===== config.mk =====
export PLATFORM = sky130hd
export DESIGN_NAME = scsi_par_dir_unit
export DESIGN_NICKNAME = d
export VERILOG_FILES = /design/src/rtl/scsi_par_pkg.sv /design/src/rtl/scsi_dir_ctrl.sv /design/src/rtl/scsi_tx_drive.sv /design/src/rtl/scsi_rx_check.sv /design/src/rtl/scsi_par_dir_unit.sv
export SDC_FILE = /design/constraint.sdc
export NUM_CORES = 1
export LEC_CHECK = 0
export ABC_AREA = 1
export BUFFER_PORTS_ARGS = -buffer_cell sky130_fd_sc_hd__buf_2
export CAP_MARGIN = 0
export CELL_PAD_IN_SITES_DETAIL_PLACEMENT = 1
export CELL_PAD_IN_SITES_GLOBAL_PLACEMENT = 2
export CORE_ASPECT_RATIO = 0.7
export CORE_MARGIN = 5
export CORE_UTILIZATION = 23
export DETAILED_ROUTE_END_ITERATION = 7
export GPL_TIMING_DRIVEN = 1
export PLACE_DENSITY = 0.76
export SLEW_MARGIN = 20
export SYNTH_ARGS = -nofsm -noshare
export SYNTH_HDL_FRONTEND = slang
export SYNTH_SLANG_ARGS = --single-unit
export TNS_END_PERCENT = 10

===== constraint.sdc =====
create_clock -name clk -period 1.2 [get_ports clk]
set_clock_uncertainty 0.1 [all_clocks]
set_input_delay 0.06 -clock clk [delete_from_list [all_inputs] [get_ports clk]]
set_output_delay 0.06 -clock clk [all_outputs]
set_load 0.05 [all_outputs]

===== src/rtl/scsi_par_pkg.sv =====
package scsi_par_pkg;

    localparam int BUS_W = 8;

    typedef enum logic [1:0] {
        DIR_IN   = 2'd0,
        DIR_TURN = 2'd1,
        DIR_OUT  = 2'd2
    } dir_state_e;

    typedef struct packed {
        logic [BUS_W-1:0] data;
        logic             par;
    } bus_word_t;

    // odd parity bit: makes total count of ones over data and parity odd
    function automatic logic odd_par_bit(input logic [BUS_W-1:0] d);
        return ~(^d);
    endfunction

    // pins are active low: logical word is the inverse of the levels
    function automatic bus_word_t pins_to_logic(input logic [BUS_W-1:0] d,
                                                input logic par);
        bus_word_t w;
        w.data = ~d;
        w.par  = ~par;
        return w;
    endfunction

endpackage


===== src/rtl/scsi_dir_ctrl.sv =====
module scsi_dir_ctrl
    import scsi_par_pkg::*;
#(
    parameter int TURN_CYCLES = 1
) (
    input  logic       clk,
    input  logic       rst,
    input  logic       mode_out,
    output dir_state_e state
);
    localparam int CNT_W = $clog2(TURN_CYCLES + 1);
    localparam logic [CNT_W-1:0] CNT_LAST = CNT_W'(TURN_CYCLES - 1);

    logic [CNT_W-1:0] turn_cnt;

    always_ff @(posedge clk) begin
        if (rst) begin
            state    <= DIR_IN;
            turn_cnt <= '0;
        end else begin
            case (state)
                DIR_IN: if (mode_out) begin
                    state    <= DIR_TURN;
                    turn_cnt <= '0;
                end
                DIR_OUT: if (!mode_out) begin
                    state    <= DIR_TURN;
                    turn_cnt <= '0;
                end
                DIR_TURN: begin
                    if (turn_cnt == CNT_LAST) begin
                        state <= mode_out ? DIR_OUT : DIR_IN;
                    end else begin
                        turn_cnt <= turn_cnt + 1'b1;
                    end
                end
                default: state <= DIR_IN;
            endcase
        end
    end

    // no direct jump between driving sides
    assert_no_in_to_out_R5: assert property (@(posedge clk) disable iff (rst)
        (state == DIR_IN) |=> (state != DIR_OUT));
    assert_no_out_to_in_R5: assert property (@(posedge clk) disable iff (rst)
        (state == DIR_OUT) |=> (state != DIR_IN));

endmodule


===== src/rtl/scsi_tx_drive.sv =====
module scsi_tx_drive
    import scsi_par_pkg::*;
(
    input  logic             clk,
    input  logic             rst,
    input  logic             drive_en,
    input  logic [BUS_W-1:0] tx_byte,
    input  logic             tx_load,
    output logic [BUS_W-1:0] data_oe,
    output logic             par_oe
);
    bus_word_t tx_q;

    always_ff @(posedge clk) begin
        if (rst) begin
            tx_q <= '0;
        end else if (tx_load) begin
            tx_q.data <= tx_byte;
            tx_q.par  <= odd_par_bit(tx_byte);
        end
    end

    // open collector: enable pulls low only for asserted logical bits
    generate
        for (genvar i = 0; i < BUS_W; i++) begin : g_lane
            assign data_oe[i] = drive_en & tx_q.data[i];
        end
    endgenerate
    assign par_oe = drive_en & tx_q.par;

    // driven word always carries odd number of asserted lines
    assert_odd_drive_R3: assert property (@(posedge clk) disable iff (rst)
        (drive_en && $past(!rst)) |-> ($countones({data_oe, par_oe}) % 2 == 1));
    // released when not driving
    assert_release_R4: assert property (@(posedge clk) disable iff (rst)
        !drive_en |-> (data_oe == '0 && !par_oe));

endmodule


===== src/rtl/scsi_rx_check.sv =====
module scsi_rx_check
    import scsi_par_pkg::*;
(
    input  logic             clk,
    input  logic             rst,
    input  logic             listen_en,
    input  logic             chk_en,
    input  logic             clr,
    input  logic [BUS_W-1:0] pin_data,
    input  logic             pin_par,
    input  logic             strobe,
    output logic [BUS_W-1:0] rx_byte,
    output logic             rx_valid,
    output logic             err
);
    bus_word_t in_w;
    logic      take;
    logic      mismatch;

    assign in_w     = pins_to_logic(pin_data, pin_par);
    assign take     = strobe & listen_en;
    assign mismatch = ~(^{in_w.data, in_w.par});

    always_ff @(posedge clk) begin
        if (rst) begin
            rx_byte  <= '0;
            rx_valid <= 1'b0;
            err      <= 1'b0;
        end else begin
            rx_valid <= take;
            if (take) rx_byte <= in_w.data;
            if (take && chk_en && mismatch) err <= 1'b1;
            else if (clr)                   err <= 1'b0;
        end
    end

    // flag rises only on a checked, captured byte
    assert_err_cause_R9: assert property (@(posedge clk) disable iff (rst)
        (!$past(rst) && $rose(err)) |-> ($past(take) && $past(chk_en)));
    // valid only after a capture in input direction
    assert_valid_cause_R6: assert property (@(posedge clk) disable iff (rst)
        (!$past(rst) && rx_valid) |-> $past(strobe && listen_en));
    // flag holds unless cleared
    assert_sticky_R8: assert property (@(posedge clk) disable iff (rst)
        (err && !clr) |=> err);

endmodule


===== src/rtl/scsi_par_dir_unit.sv =====
module scsi_par_dir_unit
    import scsi_par_pkg::*;
#(
    parameter int TURN_CYCLES = 1
) (
    input  logic             clk,
    input  logic             rst,
    input  logic             mode_out,
    input  logic             par_chk_en,
    input  logic             err_clr,
    input  logic             xfer_start,
    input  logic [BUS_W-1:0] tx_byte,
    input  logic             tx_load,
    input  logic [BUS_W-1:0] bus_data_in,
    input  logic             bus_par_in,
    input  logic             rx_strobe,
    output logic [BUS_W-1:0] bus_data_oe,
    output logic [BUS_W-1:0] bus_data_o,
    output logic             bus_par_oe,
    output logic             bus_par_o,
    output logic [BUS_W-1:0] rx_byte,
    output logic             rx_valid,
    output logic             par_err,
    output logic             dir_is_out
);
    dir_state_e state;

    scsi_dir_ctrl #(.TURN_CYCLES(TURN_CYCLES)) dir_i (
        .clk      (clk),
        .rst      (rst),
        .mode_out (mode_out),
        .state    (state)
    );

    assign dir_is_out = (state == DIR_OUT);

    scsi_tx_drive tx_i (
        .clk      (clk),
        .rst      (rst),
        .drive_en (dir_is_out),
        .tx_byte  (tx_byte),
        .tx_load  (tx_load),
        .data_oe  (bus_data_oe),
        .par_oe   (bus_par_oe)
    );

    assign bus_data_o = '0;
    assign bus_par_o  = 1'b0;

    scsi_rx_check rx_i (
        .clk       (clk),
        .rst       (rst),
        .listen_en (state == DIR_IN),
        .chk_en    (par_chk_en),
        .clr       (err_clr | xfer_start),
        .pin_data  (bus_data_in),
        .pin_par   (bus_par_in),
        .strobe    (rx_strobe),
        .rx_byte   (rx_byte),
        .rx_valid  (rx_valid),
        .err       (par_err)
    );

    // a capture and a drive never coexist
    assert_no_capture_while_drive_R4: assert property (@(posedge clk) disable iff (rst)
        (bus_data_oe != '0 || bus_par_oe) |-> !rx_valid || $past(state == DIR_IN));

endmodule


# --- Yosys cells after proc, flatten, opt, wreduce, memory -nomap -nowiden ---
# Index checks and enable logic that the tools add are counted.
word_totals:
  reg_bits: 22
  in_bits: 25
  out_inout_bits: 29
  wordCells: 48
op_classes:
  n_addsub: 1
  n_eq_ne: 5
  mux: 11
  n_bitwise: 15
  n_reduce_logical: 9
ops:
  columns: ["operator", "count"]
  rows:
  - ["$and A1 B1 Y1", 10]
  - ["$reduce_xor A9 Y1", 1]
  - ["$mux W2", 4]
  - ["$not A8 Y8", 1]
  - ["$reduce_xor A8 Y1", 1]
  - ["$ne A2 B2 Y1 const B", 3]
  - ["$pmux W2 S3", 1]
  - ["$reduce_and A3 Y1", 2]
  - ["$mux W1", 5]
  - ["$not A1 Y1", 3]
  - ["$pmux W1 S3", 1]
  - ["$reduce_bool A3 Y1", 1]
  - ["$eq A2 B1 Y1 const B", 1]
  - ["$eq A2 B2 Y1 const B", 1]
  - ["$logic_and A1 B1 Y1", 2]
  - ["$logic_not A2 Y1", 1]
  - ["$reduce_bool A2 Y1", 1]
  - ["$add A1 B1 Y1 const B", 1]
  - ["$or A1 B1 Y1", 1]

# --- Depth between registers and ports, before layout ---
# Gate-level depths: netlist (run 1).
depth:
  depth_word: 5
  ltp_mapped: 10
  mapped_depth_nobuf: 10

# --- By module ---
# A second synthesis (run 1) with hierarchy kept.
unflattened:
  cells_unflattened: 201
  area_unflattened_um2: 1307.5
modules_own_cells:
  columns: ["module", "n_inst", "cells_each", "area_per_inst_um2", "seq_area_each_um2"]
  rows:
  - ["scsi_tx_drive", 1, 102, 625.6, 180.2]
  - ["scsi_rx_check", 1, 68, 493.0, 200.2]
  - ["scsi_par_dir_unit", 1, 16, 96.3, 0.0]
  - ["scsi_dir_ctrl", 1, 15, 92.6, 40.0]

# --- Worst setup path before layout (run 1) ---
# Ideal clock, no wire load.
synth_path:
  kind: "register to output"
  startpoint: "register dir_i.state[1]"
  endpoint: "output bus_data_oe[0]"
  t_arrival_ns: 1.977
  required_time_ns: 1.040
  setup_slack_ns: -0.937
  stages_incl_launch_ff: 5
  n_path_buf: 0
  cell_sequence: "dfxtp_1 inv_1 nor2_1 inv_2 nor2_1"
synth_between:
  elab_chain_cells: 2
synth_lines:
  columns: ["element", "line", "rtl"]
  rows:
  - ["from (decl)", "scsi_dir_ctrl.sv:9", "output dir_state_e state"]
  - ["from (signal assigned)", "scsi_dir_ctrl.sv:32", "state <= mode_out ? DIR_OUT : DIR_IN;"]
  - ["$eq A2 B2 Y1", "scsi_par_dir_unit.sv:35", "assign dir_is_out = (state == DIR_OUT);"]
  - ["named net dir_is_out", "scsi_par_dir_unit.sv:24", "output logic dir_is_out"]
  - ["$and A1 B1 Y1", "scsi_tx_drive.sv:26", "assign data_oe[i] = drive_en & tx_q.data[i];"]
  - ["to (decl)", "scsi_par_dir_unit.sv:17", "output logic [BUS_W-1:0] bus_data_oe,"]
# The timed path passes the listed nets, and every way through them passes these cells.

# --- Worst setup path in the final report (run 1) ---
layout_path:
  startpoint: "register dir_i.state[1]"
  endpoint: "output bus_data_oe[0]"
layout_between:
  elab_chain_cells: 2
layout_lines:
  columns: ["element", "line"]
  rows:
  - ["$eq A2 B2 Y1", "scsi_par_dir_unit.sv:35"]
  - ["$and A1 B1 Y1", "scsi_tx_drive.sv:26"]
# No other way between the ends.

==> key figures, run 1 <==
Status
  – Status: finished, violations left
  – Failing checks: negative hold slack, negative setup slack

Yosys
  – Simple-gate share of the synthesized area: 24.6%
  – Xor and xnor fraction of the mapped netlist area: 5.30%
  – #FFs+latches synth: 21
  – Largest family of logic cells by synthesized area: simple AND/OR/NAND/NOR gates
  – Yosys Warn Count: 0
  – Synth Instances: 173
  – Multiplexer share of the synthesized area: 0%
  – Yosys cell types: 22
  – Register area share after synthesis: 36.4%
  – Mapped Avg Cell Area: 6.68 µm²
  – Post-Synth Adder-Cell Area: 0%
  – Compound-Gate Fraction of Synth Area: 16.3%
  – Mapped Area: 1160 µm²

Critical path
  – Crit-path max cell delay: 0.35 ns
  – Critical Path End Type: primary output
  – CP endpoint: bus_data_oe[0]
  – WP data required: 1.04 ns
  – CP top delay family: flip-flops
  – R2R Path Start: dir_i.state[0]
  – Worst path depth: 5
  – Worst reg2reg path depth: 5
  – Buf+Inv Stages, Crit Path: 3
  – Slowest cell on crit path: dfxtp_2
  – Setup crit start: dir_i.state[1]
  – Reg2Reg Setup Slack: 0.10 ns
  – Crit-path cells: inv_2 -> nor2_4 -> inv_8 -> nor2_4 -> buf_6
  – Worst r2r dst: rx_i.err
  – Most frequent CP cell: nor2_4
  – Max FO, Critical Path: 10
  – Setup crit start kind: register
  – Worst endpoint data arrival time: 1.17 ns
  – Critical path class: register to primary output

Pwr
  – Clock group share of total power: 24.8%
  – Comb pwr share: 32.4%
  – Lkg Pwr: 0.848 nW
  – Reg power frac: 42.9%
  – Sw Share: 35.4%
  – Sw Pwr: 644 µW
  – Worst VDD drop: 0.529 mV
  – Pwr dens: 1040 nW/µm²
  – Internal cell power: 1.18 mW

Clocking
  – Clk sinks: 21
  – Clock buffer depth: 2
  – H-tree depth: 1
  – Worst-Skew Late Latency: 0.25 ns
  – Clock transition at path regs: 0.07 ns
  – Root Driver: clkbuf_8
  – Cts bufs inserted: 3
  – Setup bufs post-CTS: 0
  – CTS tree: built

Timing
  – Setup WS post-layout: -0.126 ns
  – Fmax: 0.754 GHz
  – Pins Over Slew Limit: 0
  – Fin crit share: 110%
  – Unrepaired setup endpoints after global routing: true
  – Final hold vios: 1
  – Minimum clock period: 1.33 ns
  – Finish-stage setup viols: 10
  – Final hold slack: -0.0248 ns

Finish
  – Area occupied by multi-input gates: 646 µm²
  – Post-route insts no fill: 300
  – Most common cell after layout, fill and taps aside: nand2_1
  – Layout fillers: 647
  – Diode count: 0
  – Most frequent cells in the layout: 37 x nand2_1, 35 x buf_2, 23 x inv_1
  – Area Overhead vs Synth: 50.9%
  – Reg area: 424 µm²
  – Share of cells above drive strength 1: 32.5%
  – NumNets Final: 257

Global routing
  – Via count of the first global-routing pass: 1201
  – Antenna violations before repair: 0
  – First-pass GRT wire length: 5320 µm
  – GRT Total Usage: 9.81%
  – Gr ovfl total: 0
  – Largest net degree at the start of global routing: 19

Hold path
  – Min-Delay Path Depth: 3
  – Hold/Removal Path Class: primary input to register

Die
  – IO Pins: 54
  – DIE HEIGHT: 69.3 µm
  – Die area: 6570 µm²
  – Chip width: 94.7 µm
  – Initial Util: 23.9%
  – FP Rows: 21
  – Core Region: 4830 µm²

Detailed routing
  – Vias per inst: 3.88
  – Post-Route WL: 3230 µm
  – Antenna Nets Post-Route: 0
  – Number of DRC markers in iteration 0: 29
  – Drt pass-1 iters: 3
  – DR WL/cell: 10.8 µm
  – Vias after detailed routing: 1163
  – DRC viols: 0

Placement
  – Placed Cells: 283
  – GPL Wtd Cong: 0.718
  – Hpwl dp: 2600 µm
  – Port Buffers: 44

Flow run
  – Count of max-cap constraint violations: 0
stage by stage:
stage | utilization [%] | power [mW] | worst slack [ns] | TNS (ns) | cell area (µm²)
after floorplan | - | 1.23 | -0.129 | -1.08 | 1270
after global placement | 31.0 | 1.34 | 0.0273 | 0 | 1500
after detailed placement | 31.0 | 1.35 | -0.0369 | -0.0994 | 1500
after CTS | 35.6 | 1.85 | -0.146 | -1.21 | 1720
after global routing | 36.1 | 1.93 | -0.203 | -1.72 | 1740
final | 36.1 | 1.82 | -0.126 | -1.04 | 1740
tightest hold or removal path: cells and delay by family:
kind,cells,cell delay [ns]
AND/OR/NAND/NOR,1,0.11
AO/OA/AOI/OAI,1,0.05
buffers and inverters,1,0.07
synthesized netlist by cell type (all sizes together):
cell	count	area share [%]
nand3b	1	0.65
dfxtp	21	36
clkinv	1	0.32
xnor2	6	4.5
conb	1	0.32
inv	28	9.1
nor3	1	0.43
nor2	20	6.7
o21ai	17	7.4
buf	12	7.7
xor2	1	0.76
or3b	1	0.76
a21oi	20	9.0
nand2	40	13
nand3	3	2.6
flip-flops by register name, indices dropped and copies added, names as in the netlist:
signal / cells
tx_i.tx_q: 9
rx_i.rx_byte: 8
dir_i.state: 2
rx_i.err: 1
rx_i.rx_valid: 1
logic make-up after synthesis:
logic type | after synthesis
compound gates | 37
xor+xnor | 7
buf+inv | 41
flops | 21
other cells | 1
simple gates | 66
layer usage:
layer / up-vias / track usage (%) / part of all wire (%)
met2: 26 / 15.5 / 44
met3: 2 / 2.60 / 4.4
met1: 507 / 13.4 / 51
met5: - / 0 / 0
met4: 0 / 1.92 / 0.62
li1: 628 / - / -
area by class of cell:
class,count,share of cell area [%]
tap,69,4.95
inverter,29,6.96
multi-input combinational,119,37.0
sequential,21,24.3
timing repair buffer,58,24.2
clock buffer,4,2.58
power by group through the flow:
stage	logic, mW	registers, mW	clock network (mW)
after global placement	0.543	0.795	0
after global routing	0.642	0.786	0.503
final	0.589	0.780	0.451
after CTS	0.588	0.780	0.479
after floorplan	0.338	0.890	0
after detailed placement	0.550	0.796	0
worst min-delay path by stage:
| stage | startpoint | endpoint | slack (ns) |
|---|---|---|---|
| floorplan | rst | rx_i.err | 0.02 |
| global placement | tx_load | tx_i.tx_q[0] | 0.18 |
| detailed placement | tx_load | tx_i.tx_q[0] | 0.19 |
| CTS | err_clr | rx_i.err | -0.03 |
| global route | xfer_start | rx_i.err | -0.03 |
| finish | err_clr | rx_i.err | -0.02 |
repair_timing:
item / CTS / global route
hold buffers: 12 / 1
pin swaps: 1 / 0
resized for setup: 20 / 5
hold endpoints to repair: 14 / 2
endpoints found under the setup margin: 17 / 18
Power figures use the tool's default switching activity.
==> run 2, diff against run 1 <==
Clock period 1.2 ns to 1.4 ns, I/O delays scaled along.
==> key figures, run 2 (same netlist as run 1, synthesis figures left out) <==
Pwr
  – Pwr dens: 898 nW/µm² (-14%)
  – Total power: 1.57 mW (-14%)
  – Lkg Pwr: 0.857 nW (+1.0%)
  – Worst VDD drop: 0.475 mV (-10%)

Detailed routing
  – Vias per inst: 3.96 (+2.1%)
  – Drt pass-1 iters: 4 (+1)
  – DRC viols: 0 (unchanged)
  – Number of DRC markers in iteration 0: 22 (-24%)
  – DR WL/cell: 11.4 µm (+6.5%)
  – Post-Route WL: 3410 µm (+5.8%)
  – Vias after detailed routing: 1179 (+1.4%)
  – Antenna Nets Post-Route: 0 (unchanged)

Timing
  – Fin crit share: 95.7%
  – Pins Over Slew Limit: 0 (unchanged)
  – Minimum clock period: 1.34 ns
  – Setup WS post-layout: 0.0604 ns (+0.186 ns)
  – Finish-stage setup viols: 0 (-10)
  – Fmax: 0.746 GHz
  – Final hold vios: 0 (-1)
  – TNS Setup: 0 ns (+1.04 ns)

Critical path
  – WP data required: 1.23 ns (+0.19 ns)
  – Critical path class: register to primary output
  – Setup crit start kind: register
  – Worst reg2reg path depth: 5 (unchanged)
  – Critical Path End Type: primary output
  – Worst endpoint data arrival time: 1.17 ns (about the same)
  – Max FO, Critical Path: 10 (unchanged)

Global routing
  – M1 GR Usage: 13.6% (+0.21 points)
  – GRT Total Usage: 10.6% (+0.83 points)
  – Top Usage Layer GRT: met2
  – Via count of the first global-routing pass: 1168 (-2.7%)
  – Antenna violations before repair: 0 (unchanged)
  – Met2 usage: 17.0% (+1.5 points)
  – First-pass GRT wire length: 5570 µm (+4.7%)
  – Largest net degree at the start of global routing: 19 (unchanged)
  – Gr ovfl total: 0 (unchanged)
  – Met3 Usage GRT: 3.90% (+1.3 points)

Finish
  – NumNets Final: 255 (-0.78%)
  – Most frequent cells in the layout: 35 x nand2_1, 32 x buf_2, 23 x inv_1
  – Layout fillers: 629 (-2.8%)
  – Register with the most flip-flops: tx_i.tx_q
  – Final std cell area, no fill: 1750 µm² (+0.29%)
  – Most common cell after layout, fill and taps aside: nand2_1
  – Top Registers: tx_i.tx_q x9, rx_i.rx_byte x8, dir_i.state x2
  – Diode count: 0 (unchanged)
  – Fin util: 36.2% (+0.10 points)
  – Share of cells above drive strength 1: 31.9% (-0.59 points)
  – Max reg flops: 9 (unchanged)
  – Area Overhead vs Synth: 51.3%

Placement
  – Hpwl dp: 2510 µm (-3.3%)
  – GPL Wtd Cong: 0.702 (-2.2%)
  – Placed Area: 1480 µm² (-0.84%)
  – Port Buffers: 44 (unchanged)
  – Place WS: 0.152 ns (+0.189 ns)

Flow run
  – Count of max-cap constraint violations: 0 (unchanged)

Die
  – DIE HEIGHT: 69.3 µm (unchanged)
  – FP Rows: 21 (unchanged)
  – Chip width: 94.7 µm (unchanged)
  – Core Region: 4830 µm² (unchanged)
  – Die area: 6570 µm² (unchanged)
  – IO Pins: 54 (unchanged)
  – Initial Util: 23.9% (unchanged)

Status
  – Status: finished, final reports clean

Clocking
  – Clock transition at path regs: 0.08 ns (about the same)
  – Root Driver: clkbuf_8
  – Worst-Skew Late Latency: 0.26 ns (about the same)
  – H-tree depth: 1 (unchanged)
  – Clock buffer depth: 2 (unchanged)
  – Clk sinks: 21 (unchanged)
  – Cts bufs inserted: 3 (unchanged)
  – CTS tree: built

Hold path
  – Min-Delay Path Depth: 3 (unchanged)
  – Hold/Removal Path Class: primary input to register
==> run 2: repair_timing <==
item / CTS / global route
gates resized for setup: 18 / 13
endpoints found under the setup margin: 9 / 10
pin swaps: 0 / 1
hold buffers: 15 / 0
endpoints found under the hold margin: 14 / 0
buffers inserted: 0 / 0
==> run 2: critical path, cell delays in order (launching register included) <==
cell     delay, ns
dfxtp_2       0.35
inv_2         0.05
nor2_4        0.14
inv_8         0.10
nor2_4        0.12
buf_8         0.15
==> run 2: final timing paths <==
path                                     start         endpoint  slack [ns]
worst max-delay path            dir_i.state[1]   bus_data_oe[0]        0.06
worst min-delay path                tx_byte[7]     tx_i.tx_q[8]       0.009
worst max register to register  dir_i.state[0]  rx_i.rx_byte[5]        0.17
worst min register to register  dir_i.state[1]   dir_i.state[1]        0.36
==> run 2: routing by layer <==
metal | vias to the layer above | wire [µm]
met5 | - | 0
met4 | 0 | 23
met3 | 2 | 222
met2 | 29 | 1580
met1 | 520 | 1590
li1 | 628 | -
==> run 2: metrics by stage <==
stage	cells	hold slack [ns]
after floorplan	181	0.0324
final	298	0.00935
after global routing	298	0.0157
after detailed placement	282	0.189
after CTS	301	0.00328
after global placement	282	0.188
==> run 2: final cells by class <==
| class | instances | area (µm²) | area share (%) |
|---|---|---|---|
| clock buffers | 4 | 45.0 | 2.58 |
| repair buffers | 56 | 420 | 24.0 |
| inverters | 29 | 116 | 6.65 |
| flip-flops and latches | 21 | 423 | 24.2 |
| multi-input cells | 119 | 658 | 37.6 |
| well taps | 69 | 86.3 | 4.94 |
==> run 2: power by group <==
group,internal (mW),total (mW),switching (mW)
sequential,0.646,0.666,0.0206
clock,0.203,0.400,0.197
combinational,0.158,0.505,0.346
total,1.01,1.57,0.564
